**config.mk**
```make
export PLATFORM = sky130hd
export DESIGN_NAME = rtc_calendar_core
export DESIGN_NICKNAME = d
export VERILOG_FILES = /design/src/rtl/rtc_cal_pkg.sv /design/src/rtl/rtc_cal_seq.sv /design/src/rtl/rtc_cal_next.sv /design/src/rtl/rtc_cal_view.sv /design/src/rtl/rtc_calendar_core.sv
export SDC_FILE = /design/constraint.sdc
export NUM_CORES = 1
export LEC_CHECK = 0
export BUFFER_PORTS_ARGS = -buffer_cell sky130_fd_sc_hd__buf_4
export CAP_MARGIN = 10
export CORE_MARGIN = 5
export CORE_UTILIZATION = 70
export CTS_CLUSTER_SIZE = 25
export DETAILED_ROUTE_END_ITERATION = 6
export GPL_TIMING_DRIVEN = 1
export PLACE_DENSITY = 0.95
export SYNTH_ARGS = -nofsm -noshare
export SYNTH_HDL_FRONTEND = slang
export SYNTH_SLANG_ARGS = --single-unit
```
**constraint.sdc**
```tcl
create_clock -name clk -period 20.5 [get_ports clk]
set_input_delay 4.1 -clock clk [delete_from_list [all_inputs] [get_ports clk]]
set_output_delay 4.1 -clock clk [all_outputs]
set_load 0.05 [all_outputs]
```
**src/rtl/rtc_cal_pkg.sv**
```systemverilog
package rtc_cal_pkg;

    typedef struct packed {
        logic [7:0] year;
        logic [7:0] month;
        logic [7:0] date;
        logic [7:0] dow;
        logic [7:0] hour;
        logic [7:0] min;
        logic [7:0] sec;
    } cal_t;

    typedef enum logic [1:0] {
        S_IDLE = 2'd0,
        S_LEAD = 2'd1,
        S_STEP = 2'd2,
        S_DONE = 2'd3
    } seq_state_e;

    localparam int NUM_FIELDS = 7;
    localparam int NUM_ALARMS = 3;
    localparam int F_SEC  = 0;
    localparam int F_MIN  = 1;
    localparam int F_HOUR = 2;

    localparam logic [3:0] A_SEC   = 4'd0;
    localparam logic [3:0] A_ASEC  = 4'd1;
    localparam logic [3:0] A_MIN   = 4'd2;
    localparam logic [3:0] A_AMIN  = 4'd3;
    localparam logic [3:0] A_HOUR  = 4'd4;
    localparam logic [3:0] A_AHOUR = 4'd5;
    localparam logic [3:0] A_DOW   = 4'd6;
    localparam logic [3:0] A_DATE  = 4'd7;
    localparam logic [3:0] A_MON   = 4'd8;
    localparam logic [3:0] A_YEAR  = 4'd9;

    localparam logic [7:0] MS_MAX    = 8'd59;
    localparam logic [7:0] HOUR_MAX  = 8'd23;
    localparam logic [7:0] DOW_MAX   = 8'd7;
    localparam logic [7:0] MON_MAX   = 8'd12;
    localparam logic [7:0] YEAR_MAX  = 8'd99;
    localparam logic [7:0] NOON      = 8'd12;

    function automatic logic [7:0] to_bcd(input logic [7:0] v);
        logic [7:0] tens;
        logic [7:0] ones;
        tens = v / 8'd10;
        ones = v - tens * 8'd10;
        return {tens[3:0], ones[3:0]};
    endfunction

    function automatic logic [7:0] from_bcd(input logic [7:0] b);
        return {4'd0, b[7:4]} * 8'd10 + {4'd0, b[3:0]};
    endfunction

    function automatic logic [7:0] enc_byte(input logic [7:0] v, input logic bin);
        return bin ? v : to_bcd(v);
    endfunction

    function automatic logic [7:0] dec_byte(input logic [7:0] b, input logic bin);
        return bin ? b : from_bcd(b);
    endfunction

    function automatic logic [7:0] enc_hour(input logic [7:0] h, input logic bin,
                                            input logic h24);
        logic [7:0] h12;
        logic [7:0] e;
        if (h24) begin
            return enc_byte(h, bin);
        end
        if (h == 8'd0)      h12 = NOON;
        else if (h > NOON)  h12 = h - NOON;
        else                h12 = h;
        e = enc_byte(h12, bin);
        return {(h >= NOON), e[6:0]};
    endfunction

    function automatic logic [7:0] dec_hour(input logic [7:0] b, input logic bin,
                                            input logic h24);
        logic [7:0] v;
        logic [7:0] base;
        if (h24) begin
            return dec_byte(b, bin);
        end
        v    = dec_byte({1'b0, b[6:0]}, bin);
        base = (v == NOON) ? 8'd0 : v;
        return b[7] ? base + NOON : base;
    endfunction

    function automatic logic [7:0] month_days(input logic [7:0] m, input logic [7:0] y);
        logic [7:0] d;
        unique case (m)
            8'd2:                    d = (y[1:0] == 2'b00) ? 8'd29 : 8'd28;
            8'd4, 8'd6, 8'd9, 8'd11: d = 8'd30;
            default:                 d = 8'd31;
        endcase
        return d;
    endfunction

endpackage

```
**src/rtl/rtc_cal_seq.sv**
```systemverilog
module rtc_cal_seq
    import rtc_cal_pkg::*;
#(
    parameter int LEAD_CYCLES = 12200
) (
    input  logic clk,
    input  logic rst_n,
    input  logic tick_i,
    input  logic set_i,
    output logic uip_o,
    output logic step_o,
    output logic done_o,
    output logic idle_o
);

    localparam int CNT_W = $clog2(LEAD_CYCLES + 1);
    localparam logic [CNT_W-1:0] LAST = CNT_W'(LEAD_CYCLES - 1);

    seq_state_e state_q, state_d;
    logic [CNT_W-1:0] cnt_q, cnt_d;

    always_ff @(posedge clk or negedge rst_n) begin
        if (!rst_n) begin
            state_q <= S_IDLE;
            cnt_q   <= '0;
        end else begin
            state_q <= state_d;
            cnt_q   <= cnt_d;
        end
    end

    always_comb begin
        state_d = state_q;
        cnt_d   = cnt_q;
        unique case (state_q)
            S_IDLE: begin
                cnt_d = '0;
                if (tick_i && !set_i) state_d = S_LEAD;
            end
            S_LEAD: begin
                if (cnt_q == LAST) begin
                    state_d = S_STEP;
                    cnt_d   = '0;
                end else begin
                    cnt_d = cnt_q + 1'b1;
                end
            end
            S_STEP: state_d = S_DONE;
            S_DONE: state_d = S_IDLE;
            default: state_d = S_IDLE;
        endcase
    end

    always_comb begin
        uip_o  = 1'b0;
        step_o = 1'b0;
        done_o = 1'b0;
        idle_o = 1'b0;
        unique case (state_q)
            S_IDLE: idle_o = 1'b1;
            S_LEAD: uip_o  = 1'b1;
            S_STEP: begin
                uip_o  = 1'b1;
                step_o = 1'b1;
            end
            S_DONE: done_o = 1'b1;
            default: idle_o = 1'b0;
        endcase
    end

endmodule

```
**src/rtl/rtc_cal_next.sv**
```systemverilog
module rtc_cal_next
    import rtc_cal_pkg::*;
(
    input  cal_t cur_i,
    output cal_t nxt_o
);

    logic [7:0] last_day;
    assign last_day = month_days(cur_i.month, cur_i.year);

    always_comb begin
        nxt_o = cur_i;
        if (cur_i.sec < MS_MAX) begin
            nxt_o.sec = cur_i.sec + 8'd1;
        end else begin
            nxt_o.sec = 8'd0;
            if (cur_i.min < MS_MAX) begin
                nxt_o.min = cur_i.min + 8'd1;
            end else begin
                nxt_o.min = 8'd0;
                if (cur_i.hour < HOUR_MAX) begin
                    nxt_o.hour = cur_i.hour + 8'd1;
                end else begin
                    nxt_o.hour = 8'd0;
                    nxt_o.dow  = (cur_i.dow >= DOW_MAX) ? 8'd1 : cur_i.dow + 8'd1;
                    if (cur_i.date < last_day) begin
                        nxt_o.date = cur_i.date + 8'd1;
                    end else begin
                        nxt_o.date = 8'd1;
                        if (cur_i.month < MON_MAX) begin
                            nxt_o.month = cur_i.month + 8'd1;
                        end else begin
                            nxt_o.month = 8'd1;
                            nxt_o.year  = (cur_i.year >= YEAR_MAX) ? 8'd0
                                                                   : cur_i.year + 8'd1;
                        end
                    end
                end
            end
        end
    end

endmodule

```
**src/rtl/rtc_cal_view.sv**
```systemverilog
module rtc_cal_view
    import rtc_cal_pkg::*;
(
    input  cal_t                          cur_i,
    input  logic                          bin_i,
    input  logic                          h24_i,
    output logic [NUM_FIELDS-1:0][7:0]    enc_o
);

    logic [NUM_FIELDS-1:0][7:0] raw;
    assign raw = cur_i;

    for (genvar i = 0; i < NUM_FIELDS; i++) begin : g_field
        if (i == F_HOUR) begin : g_hour
            assign enc_o[i] = enc_hour(raw[i], bin_i, h24_i);
        end else begin : g_plain
            assign enc_o[i] = enc_byte(raw[i], bin_i);
        end
    end

endmodule

```
**src/rtl/rtc_calendar_core.sv**
```systemverilog
module rtc_calendar_core
    import rtc_cal_pkg::*;
#(
    parameter int LEAD_CYCLES = 12200,
    parameter int ADDR_W      = 4,
    parameter int DATA_W      = 8
) (
    input  logic              clk,
    input  logic              rst_n,
    input  logic              tick_i,
    input  logic              cfg_binary_i,
    input  logic              cfg_24h_i,
    input  logic              cfg_set_i,
    input  logic              wr_en_i,
    input  logic [ADDR_W-1:0] wr_addr_i,
    input  logic [DATA_W-1:0] wr_data_i,
    input  logic [ADDR_W-1:0] rd_addr_i,
    output logic [DATA_W-1:0] rd_data_o,
    output logic              uip_o,
    output logic              upd_done_o,
    output logic              alarm_o
);

    localparam cal_t CAL_RST = '{year: 8'd0, month: 8'd1, date: 8'd1, dow: 8'd1,
                                 hour: 8'd0, min: 8'd0, sec: 8'd0};

    cal_t cur_q;
    cal_t nxt;
    logic [NUM_ALARMS-1:0][7:0] al_q;
    logic [NUM_FIELDS-1:0][7:0] enc;
    logic [NUM_ALARMS-1:0]      hit;
    logic step, done, idle;
    logic [7:0] sec_bin;
    logic [7:0] wbyte;
    logic [3:0] waddr;
    logic [3:0] raddr;

    assign wbyte   = wr_data_i[7:0];
    assign waddr   = 4'(wr_addr_i);
    assign raddr   = 4'(rd_addr_i);
    assign sec_bin = cur_q.sec;

    rtc_cal_seq #(.LEAD_CYCLES(LEAD_CYCLES)) i_seq (
        .clk    (clk),
        .rst_n  (rst_n),
        .tick_i (tick_i),
        .set_i  (cfg_set_i),
        .uip_o  (uip_o),
        .step_o (step),
        .done_o (done),
        .idle_o (idle)
    );

    rtc_cal_next i_next (
        .cur_i (cur_q),
        .nxt_o (nxt)
    );

    rtc_cal_view i_view (
        .cur_i (cur_q),
        .bin_i (cfg_binary_i),
        .h24_i (cfg_24h_i),
        .enc_o (enc)
    );

    always_ff @(posedge clk or negedge rst_n) begin
        if (!rst_n) begin
            cur_q <= CAL_RST;
            al_q  <= '0;
        end else if (step) begin
            cur_q <= nxt;
        end else if (wr_en_i && idle) begin
            unique case (waddr)
                A_SEC:   cur_q.sec   <= dec_byte(wbyte, cfg_binary_i);
                A_MIN:   cur_q.min   <= dec_byte(wbyte, cfg_binary_i);
                A_HOUR:  cur_q.hour  <= dec_hour(wbyte, cfg_binary_i, cfg_24h_i);
                A_DOW:   cur_q.dow   <= dec_byte(wbyte, cfg_binary_i);
                A_DATE:  cur_q.date  <= dec_byte(wbyte, cfg_binary_i);
                A_MON:   cur_q.month <= dec_byte(wbyte, cfg_binary_i);
                A_YEAR:  cur_q.year  <= dec_byte(wbyte, cfg_binary_i);
                A_ASEC:  al_q[F_SEC]  <= wbyte;
                A_AMIN:  al_q[F_MIN]  <= wbyte;
                A_AHOUR: al_q[F_HOUR] <= wbyte;
                default: ;
            endcase
        end
    end

    for (genvar i = 0; i < NUM_ALARMS; i++) begin : g_alarm
        assign hit[i] = (al_q[i][7:6] == 2'b11) || (al_q[i] == enc[i]);
    end

    assign upd_done_o = done;
    assign alarm_o    = done && (&hit);

    always_comb begin
        rd_data_o = '0;
        unique case (raddr)
            A_SEC:   rd_data_o = DATA_W'(enc[0]);
            A_ASEC:  rd_data_o = DATA_W'(al_q[F_SEC]);
            A_MIN:   rd_data_o = DATA_W'(enc[1]);
            A_AMIN:  rd_data_o = DATA_W'(al_q[F_MIN]);
            A_HOUR:  rd_data_o = DATA_W'(enc[2]);
            A_AHOUR: rd_data_o = DATA_W'(al_q[F_HOUR]);
            A_DOW:   rd_data_o = DATA_W'(enc[3]);
            A_DATE:  rd_data_o = DATA_W'(enc[4]);
            A_MON:   rd_data_o = DATA_W'(enc[5]);
            A_YEAR:  rd_data_o = DATA_W'(enc[6]);
            default: rd_data_o = '0;
        endcase
    end

endmodule

```
==> flow_metrics.py, run 1 <==
metrics = {
    "pwr": {
        "total_power_mw": 2.29,
        "sw_frac_of_total_pct": 54.9,
        "power.ir.vdd_worst_mv": 0.158,
        "power.share.sequential_pct": 21.4,
        "clockPowerShare_pct": 8.2,
        "combinational_fraction_of_design_power_pct": 70.4,
        "power.switching_mw": 1.26,
        "power.internal_mw": 1.03,
        "power_density_nw_per_um2": 198,
        "p_leak_nw": 4.79,
    },
    "final_layout": {
        "drive_above_1_share_pct": 8.32,
        "area_delta_synth_final_pct": 4.50,
        "register_area_um2": 2410,
        "combined_area_of_the_multi_input_logic_cells_um2": 7960,
        "final_nets": 1505,
        "finish.instance_area_um2": 11600,
        "final.fill_count": 1208,
        "final_util_pct": 73.6,
    },
    "flow_run": {
        "max_cap_violations": 0,
    },
    "clocking": {
        "path_clk_slew_ns": 0.07,
        "cts.repair_timing.setup_buffer_count": 0,
        "cts_tree": "done",
        "ctsHtreeMaxLevel": 3,
        "numCtsBuffers": 9,
        "clk_root_buffer_cell": "sky130_fd_sc_hd__clkbuf_16",
        "clkLatencyLatePin_ns": 0.36,
        "cts-root-to-sink-buffers": 2,
        "cts.sink_count": 96,
        "cts_resized": 0,
        "postCtsHoldBufs": 0,
    },
    "route": {
        "drt-vias-per-instance": 7.01,
        "vias": 11469,
        "drt_total_wl_mm": 34.1,
        "wl_per_cell_um": 20.8,
        "ant_nets": 0,
        "detailedRoute.firstPassIterationCount": 6,
        "dr.first_iter.drc_count": 1674,
        "drt_drc_violations_left": 0,
    },
    "synthesis": {
        "mappedNetlistNets": 1561,
        "post_synth_most_frequent_cells": "sky130_fd_sc_hd__o21ai_0, sky130_fd_sc_hd__nor2_1, sky130_fd_sc_hd__nand2_1",
        "post_synth_edffs": 0,
        "synthDominantAreaCellType": "sky130_fd_sc_hd__dfrtp_1",
        "synthMostInstantiatedCell": "sky130_fd_sc_hd__o21ai_0",
        "yosys.area.top_type_share_pct": 21.0,
        "post_synth.cell_area_avg_um2": 7.54,
        "synth_warn": 0,
        "dominantRegCellSynth": "sky130_fd_sc_hd__dfrtp_1",
        "synth_area_leaders": "sky130_fd_sc_hd__dfrtp_1, sky130_fd_sc_hd__ha_1, sky130_fd_sc_hd__o21ai_0",
        "ys_async_sr_fraction_pct": 100,
        "synthesis.area_um2": 11100,
        "synth.lib_cells_used.distinct": 90,
        "synth_cells": 1469,
        "ys_seq_area_share_pct": 21.7,
        "ys_ff_latch": 96,
    },
    "floorplan": {
        "initial_standard_cell_utilization_of_the_core_pct": 70.5,
        "io_pins": 34,
        "rows": 46,
        "die-width_um": 136,
        "coreArea_um2": 15700,
        "die_y_um": 136,
        "floorplan_die_area_um2": 18400,
    },
    "placed_design": {
        "dp_hpwl_mm": 24.4,
        "placement.io_buffers": 33,
        "gp_congestion": 1.02,
        "pre_cts_ws_ns": 9.41,
        "dpl_cell_area_um2": 11200,
    },
    "timing": {
        "report.final.setup_viol": 0,
        "finalHoldViolCount": 0,
        "timing.final.max_slew_violations": 0,
        "worst-slew-pin-transition_ns": 1.17,
        "shortest_period_the_worst_path_allows_ns": 11.19,
        "final.setup_skew_ns": 0.00883,
        "fin_ws_ns": 9.31,
        "fmax_mhz": 89.4,
        "slew_headroom_pct": 21.9,
        "final.setup.tns_ns": 0,
        "grt_setup_unrepaired": "no",
        "timing.final.crit_share_pct": 54.6,
    },
    "global_route": {
        "grt_antenna_before_repair": 1,
        "grt_pass1_vias": 10420,
        "globalRouteOverflowTotal": 0,
        "grt_first_pass_wirelength_mm": 54.9,
        "grtUsageTotal_pct": 37.3,
        "maximum_number_of_pins_on_one_net_before_global_route_repair": 70,
    },
    "critical_path": {
        "critPathMaxFanout": 26,
        "worstPathArrival_ns": 7.09,
        "worst_ep_required_time_ns": 16.40,
        "reg2regPathDepth": 7,
        "worstSetupPathType": "flop to primary output",
        "critical_path.endpoint_type": "primary output",
        "worstSetupStartpointType": "flop",
    },
    "worst_hold_path": {
        "hold_class": "flop to flop",
        "whs_path_depth": 1,
    },
    "outcome": {
        "status": "finished clean",
    },
}
-- power by group through the flow --
stage	Combinational (mW)	Clock, mW	Sequential, mW
2_1_floorplan	1.34	0	0.333
3_3_place_gp	1.51	0	0.473
3_5_place_dp	1.55	0	0.480
4_1_cts	1.57	0.186	0.478
5_1_grt	1.77	0.196	0.507
6_report	1.61	0.187	0.490
-- placed cells by master, fill, tap and decap left out, types with 18 or more instances in the layout --
master,count
sky130_fd_sc_hd__nand2_1,119
sky130_fd_sc_hd__inv_1,70
sky130_fd_sc_hd__buf_4,42
sky130_fd_sc_hd__nand3_1,39
sky130_fd_sc_hd__o211ai_1,18
sky130_fd_sc_hd__a21oi_1,100
sky130_fd_sc_hd__nor2b_1,32
sky130_fd_sc_hd__xnor2_1,44
sky130_fd_sc_hd__a31oi_1,26
sky130_fd_sc_hd__ha_1,59
sky130_fd_sc_hd__nor2_1,128
sky130_fd_sc_hd__xor2_1,23
sky130_fd_sc_hd__and3_1,22
sky130_fd_sc_hd__mux2_2,32
sky130_fd_sc_hd__nor3_1,42
sky130_fd_sc_hd__mux2i_1,23
sky130_fd_sc_hd__nand2b_1,36
sky130_fd_sc_hd__o21ai_0,134
sky130_fd_sc_hd__dfrtp_1,93
-- layout make-up --
cell class	count	share of cell area [%]
clock inverters	6	0.779
repair buffers	44	2.87
clock buffers	10	1.98
flip-flops and latches	96	20.8
diodes	2	0.0433
multi-input cells	1187	68.8
inverters	75	2.43
well taps	216	2.34
-- metal layers --
layer / up-vias / wire, um / GRT usage, %
met5: - / 11 / 0
met4: 2 / 1450 / 14.3
met3: 143 / 4080 / 9.73
met2: 731 / 14900 / 57.1
met1: 5303 / 13700 / 50.6
li1: 5290 / - / -
-- flip-flops by register name, indices dropped and copies added, names as in the netlist --
register / flops
i_seq.cnt_q: 14
cur_q: 48
sec_bin: 8
al_q: 24
i_seq.state_q: 2
-- cells by family after synthesis --
group	after synthesis	share of synthesized area, %
and+or+nand+nor	498	22.4
AOI/OAI and AO/OA	491	29.3
buffers and inverters	186	6.46
DFF	96	21.7
adders and majority gates	72	8.75
xor gates and xnor gates	68	5.50
muxes	58	5.84
-- worst paths after layout --
path / startpoint / to / slack, ns
max: cur_q[19] / alarm_o / 9.31
min: i_seq.cnt_q[10] / i_seq.cnt_q[10] / 0.50
max reg2reg: cur_q[20] / cur_q[37] / 16.35
min reg2reg: i_seq.cnt_q[10] / i_seq.cnt_q[10] / 0.50
max in group asynchronous: rst_n / cur_q[38] / 15.60
min in group asynchronous: rst_n / sec_bin[7] / 3.69
-- through the flow --
step                      hold WS [ns]  std cells
after floorplan                  0.443       1469
after global placement           0.473       1614
after detailed placement         0.492       1614
after CTS                        0.502       1630
after global routing             0.537       1634
final                            0.504       1636
-- worst max-delay path: stages (launching register included) --
cell and delay (ns):
sky130_fd_sc_hd__dfrtp_1 0.91, sky130_fd_sc_hd__ha_1 0.71, sky130_fd_sc_hd__nand3_1 0.28, sky130_fd_sc_hd__mux2_1 0.40, sky130_fd_sc_hd__o32ai_1 0.19, sky130_fd_sc_hd__buf_2 0.29, sky130_fd_sc_hd__a31oi_1 0.06, sky130_fd_sc_hd__a311oi_1 0.28
sky130_fd_sc_hd__a21oi_1 0.06, sky130_fd_sc_hd__o2111a_1 0.30, sky130_fd_sc_hd__ha_1 0.28, sky130_fd_sc_hd__and3_1 0.18, sky130_fd_sc_hd__o311ai_1 0.37, sky130_fd_sc_hd__nor2_1 0.07, sky130_fd_sc_hd__inv_1 0.06, sky130_fd_sc_hd__ha_1 0.13
sky130_fd_sc_hd__inv_1 0.05, sky130_fd_sc_hd__fa_1 0.48, sky130_fd_sc_hd__inv_1 0.05, sky130_fd_sc_hd__mux4_2 0.49, sky130_fd_sc_hd__xor2_1 0.15, sky130_fd_sc_hd__nand3_1 0.09, sky130_fd_sc_hd__nor4_1 0.27, sky130_fd_sc_hd__o21ai_1 0.10
sky130_fd_sc_hd__a21oi_1 0.21, sky130_fd_sc_hd__buf_4 0.23
Power figures use the tool's default switching activity.
==> run 2: changes to the inputs <==
--- a/config.mk
+++ b/config.mk
@@ -8,11 +8,11 @@
 export BUFFER_PORTS_ARGS = -buffer_cell sky130_fd_sc_hd__buf_4
 export CAP_MARGIN = 10
 export CORE_MARGIN = 5
-export CORE_UTILIZATION = 70
+export CORE_UTILIZATION = 65
 export CTS_CLUSTER_SIZE = 25
 export DETAILED_ROUTE_END_ITERATION = 6
 export GPL_TIMING_DRIVEN = 1
-export PLACE_DENSITY = 0.95
+export PLACE_DENSITY = 0.91
 export SYNTH_ARGS = -nofsm -noshare
 export SYNTH_HDL_FRONTEND = slang
 export SYNTH_SLANG_ARGS = --single-unit
==> constraint.sdc (replaced) <==
create_clock -name clk -period 11.1 [get_ports clk]
set_input_delay 2.22 -clock clk [delete_from_list [all_inputs] [get_ports clk]]
set_output_delay 2.22 -clock clk [all_outputs]
set_load 0.05 [all_outputs]
==> flow_metrics.py, run 2 (synthesized netlist as in run 1, its figures left out) <==
metrics = {
    "pwr": {
        "p_leak_nw": 4.78,
        "total_power_mw": 4.20,
        "power_density_nw_per_um2": 364,
        "power.ir.vdd_worst_mv": 0.282,
    },
    "clocking": {
        "path_clk_slew_ns": 0.08,
        "clk_root_buffer_cell": "sky130_fd_sc_hd__clkbuf_16",
        "cts-root-to-sink-buffers": 2,
        "numCtsBuffers": 9,
        "postCtsHoldBufs": 0,
        "cts.sink_count": 96,
        "cts.repair_timing.setup_buffer_count": 0,
        "clkLatencyLatePin_ns": 0.37,
        "ctsHtreeMaxLevel": 3,
        "cts_resized": 0,
        "cts_tree": "done",
    },
    "route": {
        "ant_nets": 0,
        "detailedRoute.firstPassIterationCount": 7,
        "vias": 11634,
        "dr.first_iter.drc_count": 1367,
        "drt-vias-per-instance": 7.12,
        "drt_drc_violations_left": 5,
        "drt_total_wl_mm": 33.0,
        "wl_per_cell_um": 20.2,
    },
    "final_layout": {
        "layout.cells.most_common_list": "sky130_fd_sc_hd__o21ai_0, sky130_fd_sc_hd__nor2_1, sky130_fd_sc_hd__nand2_1",
        "drive_above_1_share_pct": 8.07,
        "largest_registers": "cur_q (48), al_q (24), i_seq.cnt_q (14)",
        "finalNonFillerCells": 1633,
        "final_nets": 1501,
        "registers.top_by_ff_count": "cur_q",
        "area_delta_synth_final_pct": 4.41,
        "largest_register_ffs": 48,
        "final_common_cell": "sky130_fd_sc_hd__o21ai_0",
        "num_antenna_cells": 0,
    },
    "flow_run": {
        "max_cap_violations": 0,
    },
    "timing": {
        "timing.final.crit_share_pct": 87.5,
        "shortest_period_the_worst_path_allows_ns": 9.72,
        "fin_ws_ns": 1.38,
        "hold-worst-slack_ns": 0.493,
        "slew_headroom_pct": 13.2,
        "worst-slew-pin-transition_ns": 1.30,
        "grt_setup_unrepaired": "no",
        "finalHoldViolCount": 0,
        "final.setup_skew_ns": 0.0127,
        "report.final.setup_viol": 0,
        "fmax_mhz": 103,
        "final.setup.tns_ns": 0,
        "timing.final.max_slew_violations": 0,
    },
    "worst_hold_path": {
        "hold_class": "flop to flop",
        "min_to": "i_seq.cnt_q[10]",
        "whs_path_depth": 1,
        "hold_path.startpoint": "i_seq.cnt_q[10]",
    },
    "critical_path": {
        "cpPeakStageDelay_ns": 0.92,
        "rr_endpoint": "cur_q[37]",
        "r2r_setup_slack_ns": 6.92,
        "critPathSlowestCell": "sky130_fd_sc_hd__dfrtp_1",
        "worstPathArrival_ns": 7.50,
        "path_buf_inv": 5,
        "critical_path.endpoint_type": "primary output",
        "reg2reg_launch_point": "cur_q[20]",
        "critPathMaxFanout": 26,
        "reg2regPathDepth": 7,
        "worstSetupStartpointType": "flop",
        "worst_ep_required_time_ns": 8.88,
        "worst_path_dominant_cell_family": "compound AO/OA/AOI/OAI gates",
        "worstSetupPathType": "flop to primary output",
    },
    "global_route": {
        "grt_pass1_vias": 10248,
        "grt_antenna_before_repair": 1,
        "grt_first_pass_wirelength_mm": 52.7,
        "grtUsageTotal_pct": 32.4,
        "maximum_number_of_pins_on_one_net_before_global_route_repair": 70,
        "globalRouteOverflowTotal": 0,
    },
    "placed_design": {
        "placement.io_buffers": 33,
        "dp_hpwl_mm": 23.2,
        "placed_cells": 1617,
        "gp_congestion": 1.04,
        "pre_cts_ws_ns": 2.02,
    },
    "floorplan": {
        "rows": 47,
        "die-width_um": 141,
        "floorplan_die_area_um2": 19700,
        "io_pins": 34,
        "coreArea_um2": 16600,
        "die_y_um": 141,
        "initial_standard_cell_utilization_of_the_core_pct": 66.5,
    },
    "outcome": {
        "violated_checks": "DRC",
        "status": "complete, but fails checks",
    },
}
run 2: per-stage QoR:
stage | instance area, um2 | utilization, %
after CTS | 11600 | 69.4
after detailed placement | 11200 | 67.4
after floorplan | 11100 | -
after global routing | 11600 | 69.5
after global placement | 11200 | 67.4
final | 11600 | 69.5
run 2: metal layers:
layer	wire length [um]	GRT usage, %	vias to the layer above	part of all wire (%)
met5	7	0	-	0.021
li1	-	-	5289	-
met1	12900	43.8	5432	39
met4	1350	12.4	2	4.1
met3	4050	8.62	145	12
met2	14700	49.8	766	45
run 2: layout make-up:
type,count,area (um2)
repair buffers,40,298
fillers,1330,5080
flip-flops and latches,96,2410
inverters,75,282
multi-input cells,1187,7960
clock buffers,9,225
clock inverters,6,118
well taps,220,275
run 2: where the power goes:
part | internal, mW | switching (mW)
clock | 0.221 | 0.156
sequential | 0.493 | 0.385
combinational | 1.21 | 1.74
run 2: how the worst max path moves through the flow:
stage / startpoint / endpoint / slack (ns) / cells past startpoint
CTS: cur_q[19] / alarm_o / 1.58 / 24
floorplan: cur_q[18] / alarm_o / 3.04 / 26
finish: cur_q[19] / alarm_o / 1.38 / 25
global route: cur_q[19] / alarm_o / 1.03 / 25
global placement: cur_q[19] / alarm_o / 2.24 / 24
detailed placement: cur_q[19] / alarm_o / 2.02 / 24
run 2: worst reg2reg max path, cell delays in order, from the launching register on:
cell and delay, ns:
sky130_fd_sc_hd__dfrtp_1 0.91, sky130_fd_sc_hd__clkinv_1 0.54, sky130_fd_sc_hd__o211ai_1 0.79, sky130_fd_sc_hd__nand3_1 0.26, sky130_fd_sc_hd__or2_2 0.42, sky130_fd_sc_hd__nor2_1 0.68, sky130_fd_sc_hd__o21ai_0 0.23, sky130_fd_sc_hd__a22o_1 0.24
==> run 3: changes to the inputs <==
--- a/config.mk
+++ b/config.mk
@@ -7,6 +7,7 @@
 export LEC_CHECK = 0
 export BUFFER_PORTS_ARGS = -buffer_cell sky130_fd_sc_hd__buf_4
 export CAP_MARGIN = 10
+export CORE_ASPECT_RATIO = 1.5
 export CORE_MARGIN = 5
 export CORE_UTILIZATION = 65
 export CTS_CLUSTER_SIZE = 25
==> flow_metrics.py, run 3 (synthesized netlist as in run 1, its figures left out) <==
metrics = {
    "outcome": {
        "status": "complete, but fails checks",
        "violated_checks": "DRC",
    },
    "global_route": {
        "grt_pass1_vias": 10936,
        "globalRouteOverflowTotal": 0,
        "grt_first_pass_wirelength_mm": 54.8,
        "maximum_number_of_pins_on_one_net_before_global_route_repair": 70,
        "grtUsageTotal_pct": 34.4,
        "grt_antenna_before_repair": 0,
    },
    "worst_hold_path": {
        "hold_class": "flop to flop",
        "hold_path.startpoint": "i_seq.cnt_q[10]",
        "whs_path_depth": 1,
        "min_to": "i_seq.cnt_q[10]",
    },
    "clocking": {
        "ctsHtreeMaxLevel": 3,
        "cts.repair_timing.setup_buffer_count": 0,
        "cts-root-to-sink-buffers": 2,
        "path_clk_slew_ns": 0.08,
        "cts.sink_count": 96,
        "clk_root_buffer_cell": "sky130_fd_sc_hd__clkbuf_16",
        "cts_tree": "done",
        "postCtsHoldBufs": 0,
        "cts_resized": 0,
        "numCtsBuffers": 9,
        "clkLatencyLatePin_ns": 0.36,
    },
    "route": {
        "wl_per_cell_um": 20.9,
        "detailedRoute.firstPassIterationCount": 7,
        "dr.first_iter.drc_count": 1454,
        "drt_total_wl_mm": 34.0,
        "ant_nets": 0,
        "drt_drc_violations_left": 21,
        "vias": 11742,
        "drt-vias-per-instance": 7.23,
    },
    "pwr": {
        "p_leak_nw": 4.77,
        "power.switching_mw": 2.30,
        "sw_frac_of_total_pct": 54.9,
        "clockPowerShare_pct": 7.7,
        "power.share.sequential_pct": 21.1,
        "power.ir.vdd_worst_mv": 0.259,
        "combinational_fraction_of_design_power_pct": 71.2,
        "power_density_nw_per_um2": 363,
        "power.internal_mw": 1.89,
        "total_power_mw": 4.18,
    },
    "critical_path": {
        "critical_path.endpoint_type": "primary output",
        "worst_path_dominant_cell_family": "adder cells",
        "rr_endpoint": "cur_q[35]",
        "worstSetupStartpointType": "flop",
        "path_buf_inv": 5,
        "r2r_setup_slack_ns": 7.31,
        "critPathSlowestCell": "sky130_fd_sc_hd__dfrtp_1",
        "worstPathArrival_ns": 7.16,
        "worst_ep_required_time_ns": 8.88,
        "reg2reg_launch_point": "cur_q[19]",
        "reg2regPathDepth": 9,
        "critPathMaxFanout": 26,
        "cpPeakStageDelay_ns": 0.90,
        "worstSetupPathType": "flop to primary output",
    },
    "floorplan": {
        "coreArea_um2": 16800,
        "die_y_um": 170,
        "rows": 58,
        "io_pins": 34,
        "floorplan_die_area_um2": 19800,
        "initial_standard_cell_utilization_of_the_core_pct": 66.0,
        "die-width_um": 117,
    },
    "timing": {
        "final.setup_skew_ns": 0.0128,
        "finalHoldViolCount": 0,
        "final.setup.tns_ns": 0,
        "fin_ws_ns": 1.72,
        "worst-slew-pin-transition_ns": 1.24,
        "grt_setup_unrepaired": "no",
        "timing.final.max_slew_violations": 0,
        "fmax_mhz": 107,
        "slew_headroom_pct": 17.4,
        "timing.final.crit_share_pct": 84.5,
        "report.final.setup_viol": 0,
        "shortest_period_the_worst_path_allows_ns": 9.38,
    },
    "placed_design": {
        "placement.io_buffers": 33,
        "placed_cells": 1609,
        "pre_cts_ws_ns": 2.24,
        "dpl_cell_area_um2": 11200,
        "gp_congestion": 1.00,
        "dp_hpwl_mm": 24.6,
    },
    "final_layout": {
        "area_delta_synth_final_pct": 3.96,
        "num_antenna_cells": 0,
        "layout.cells.most_common_list": "sky130_fd_sc_hd__o21ai_0, sky130_fd_sc_hd__nor2_1, sky130_fd_sc_hd__nand2_1",
        "registers.top_by_ff_count": "cur_q",
        "finalNonFillerCells": 1625,
        "largest_register_ffs": 48,
        "finish.instance_area_um2": 11500,
        "final_common_cell": "sky130_fd_sc_hd__o21ai_0",
        "final_nets": 1502,
        "drive_above_1_share_pct": 8.13,
        "largest_registers": "cur_q (48), al_q (24), i_seq.cnt_q (14)",
    },
    "flow_run": {
        "max_cap_violations": 0,
    },
}
run 3: changes by cell type in the layout (fill, tap and decap cells not counted):
cell and delta:
sky130_fd_sc_hd__buf_4 +2, sky130_fd_sc_hd__bufinv_16 -2, sky130_fd_sc_hd__clkinv_2 +2, sky130_fd_sc_hd__inv_6 +2
sky130_fd_sc_hd__clkbuf_1 +1, sky130_fd_sc_hd__clkbuf_2 -1, sky130_fd_sc_hd__clkinvlp_4 -1, sky130_fd_sc_hd__inv_8 -1
run 3: layer usage:
layer / vias to the layer above / share of wire, % / GRT usage, %
li1: 5285 / - / -
met1: 5463 / 35 / 40.7
met2: 759 / 48 / 57.0
met3: 235 / 9.4 / 5.12
met4: 0 / 8.2 / 22.8
met5: - / 0 / 0
run 3: power groups by stage:
stage	clock network, mW	registers [mW]	logic (mW)
floorplan	0	0.615	2.48
global placement	0	0.848	2.80
detailed placement	0	0.863	2.89
CTS	0.322	0.858	2.92
global route	0.337	0.904	3.29
finish	0.323	0.882	2.98
run 3: cell type report:
class / instances / area (um2)
clock buffer: 10 / 229
tap: 210 / 263
multi-input combinational: 1187 / 7960
timing repair buffer: 41 / 308
fill: 1388 / 5260
sequential: 96 / 2410
clock inverter: 6 / 66.3
inverter: 75 / 282
run 3: worst max-delay path by stage:
stage | endpoint | depth (start not counted) | startpoint
after floorplan | alarm_o | 26 | cur_q[18]
after global placement | alarm_o | 25 | cur_q[19]
after detailed placement | alarm_o | 25 | cur_q[19]
after CTS | alarm_o | 25 | cur_q[19]
final | alarm_o | 25 | cur_q[19]
after global routing | alarm_o | 25 | cur_q[19]
run 3: per-stage QoR:
step                      hold WS [ns]  utilization (%)
after floorplan                  0.443                -
after global placement           0.473             66.9
after detailed placement         0.484             66.9
after CTS                        0.497             68.7
after global routing             0.530             68.7
final                            0.496             68.7
run 3: worst register-to-register path: stages (launching register included):
cell,delay [ns]
sky130_fd_sc_hd__dfrtp_1,0.69
sky130_fd_sc_hd__inv_1,0.29
sky130_fd_sc_hd__ha_1,0.18
sky130_fd_sc_hd__a21oi_1,0.06
sky130_fd_sc_hd__o211ai_1,0.64
sky130_fd_sc_hd__nand3_1,0.21
sky130_fd_sc_hd__or2_2,0.41
sky130_fd_sc_hd__nor2_1,0.71
sky130_fd_sc_hd__o21ai_0,0.23
sky130_fd_sc_hd__a22o_1,0.26
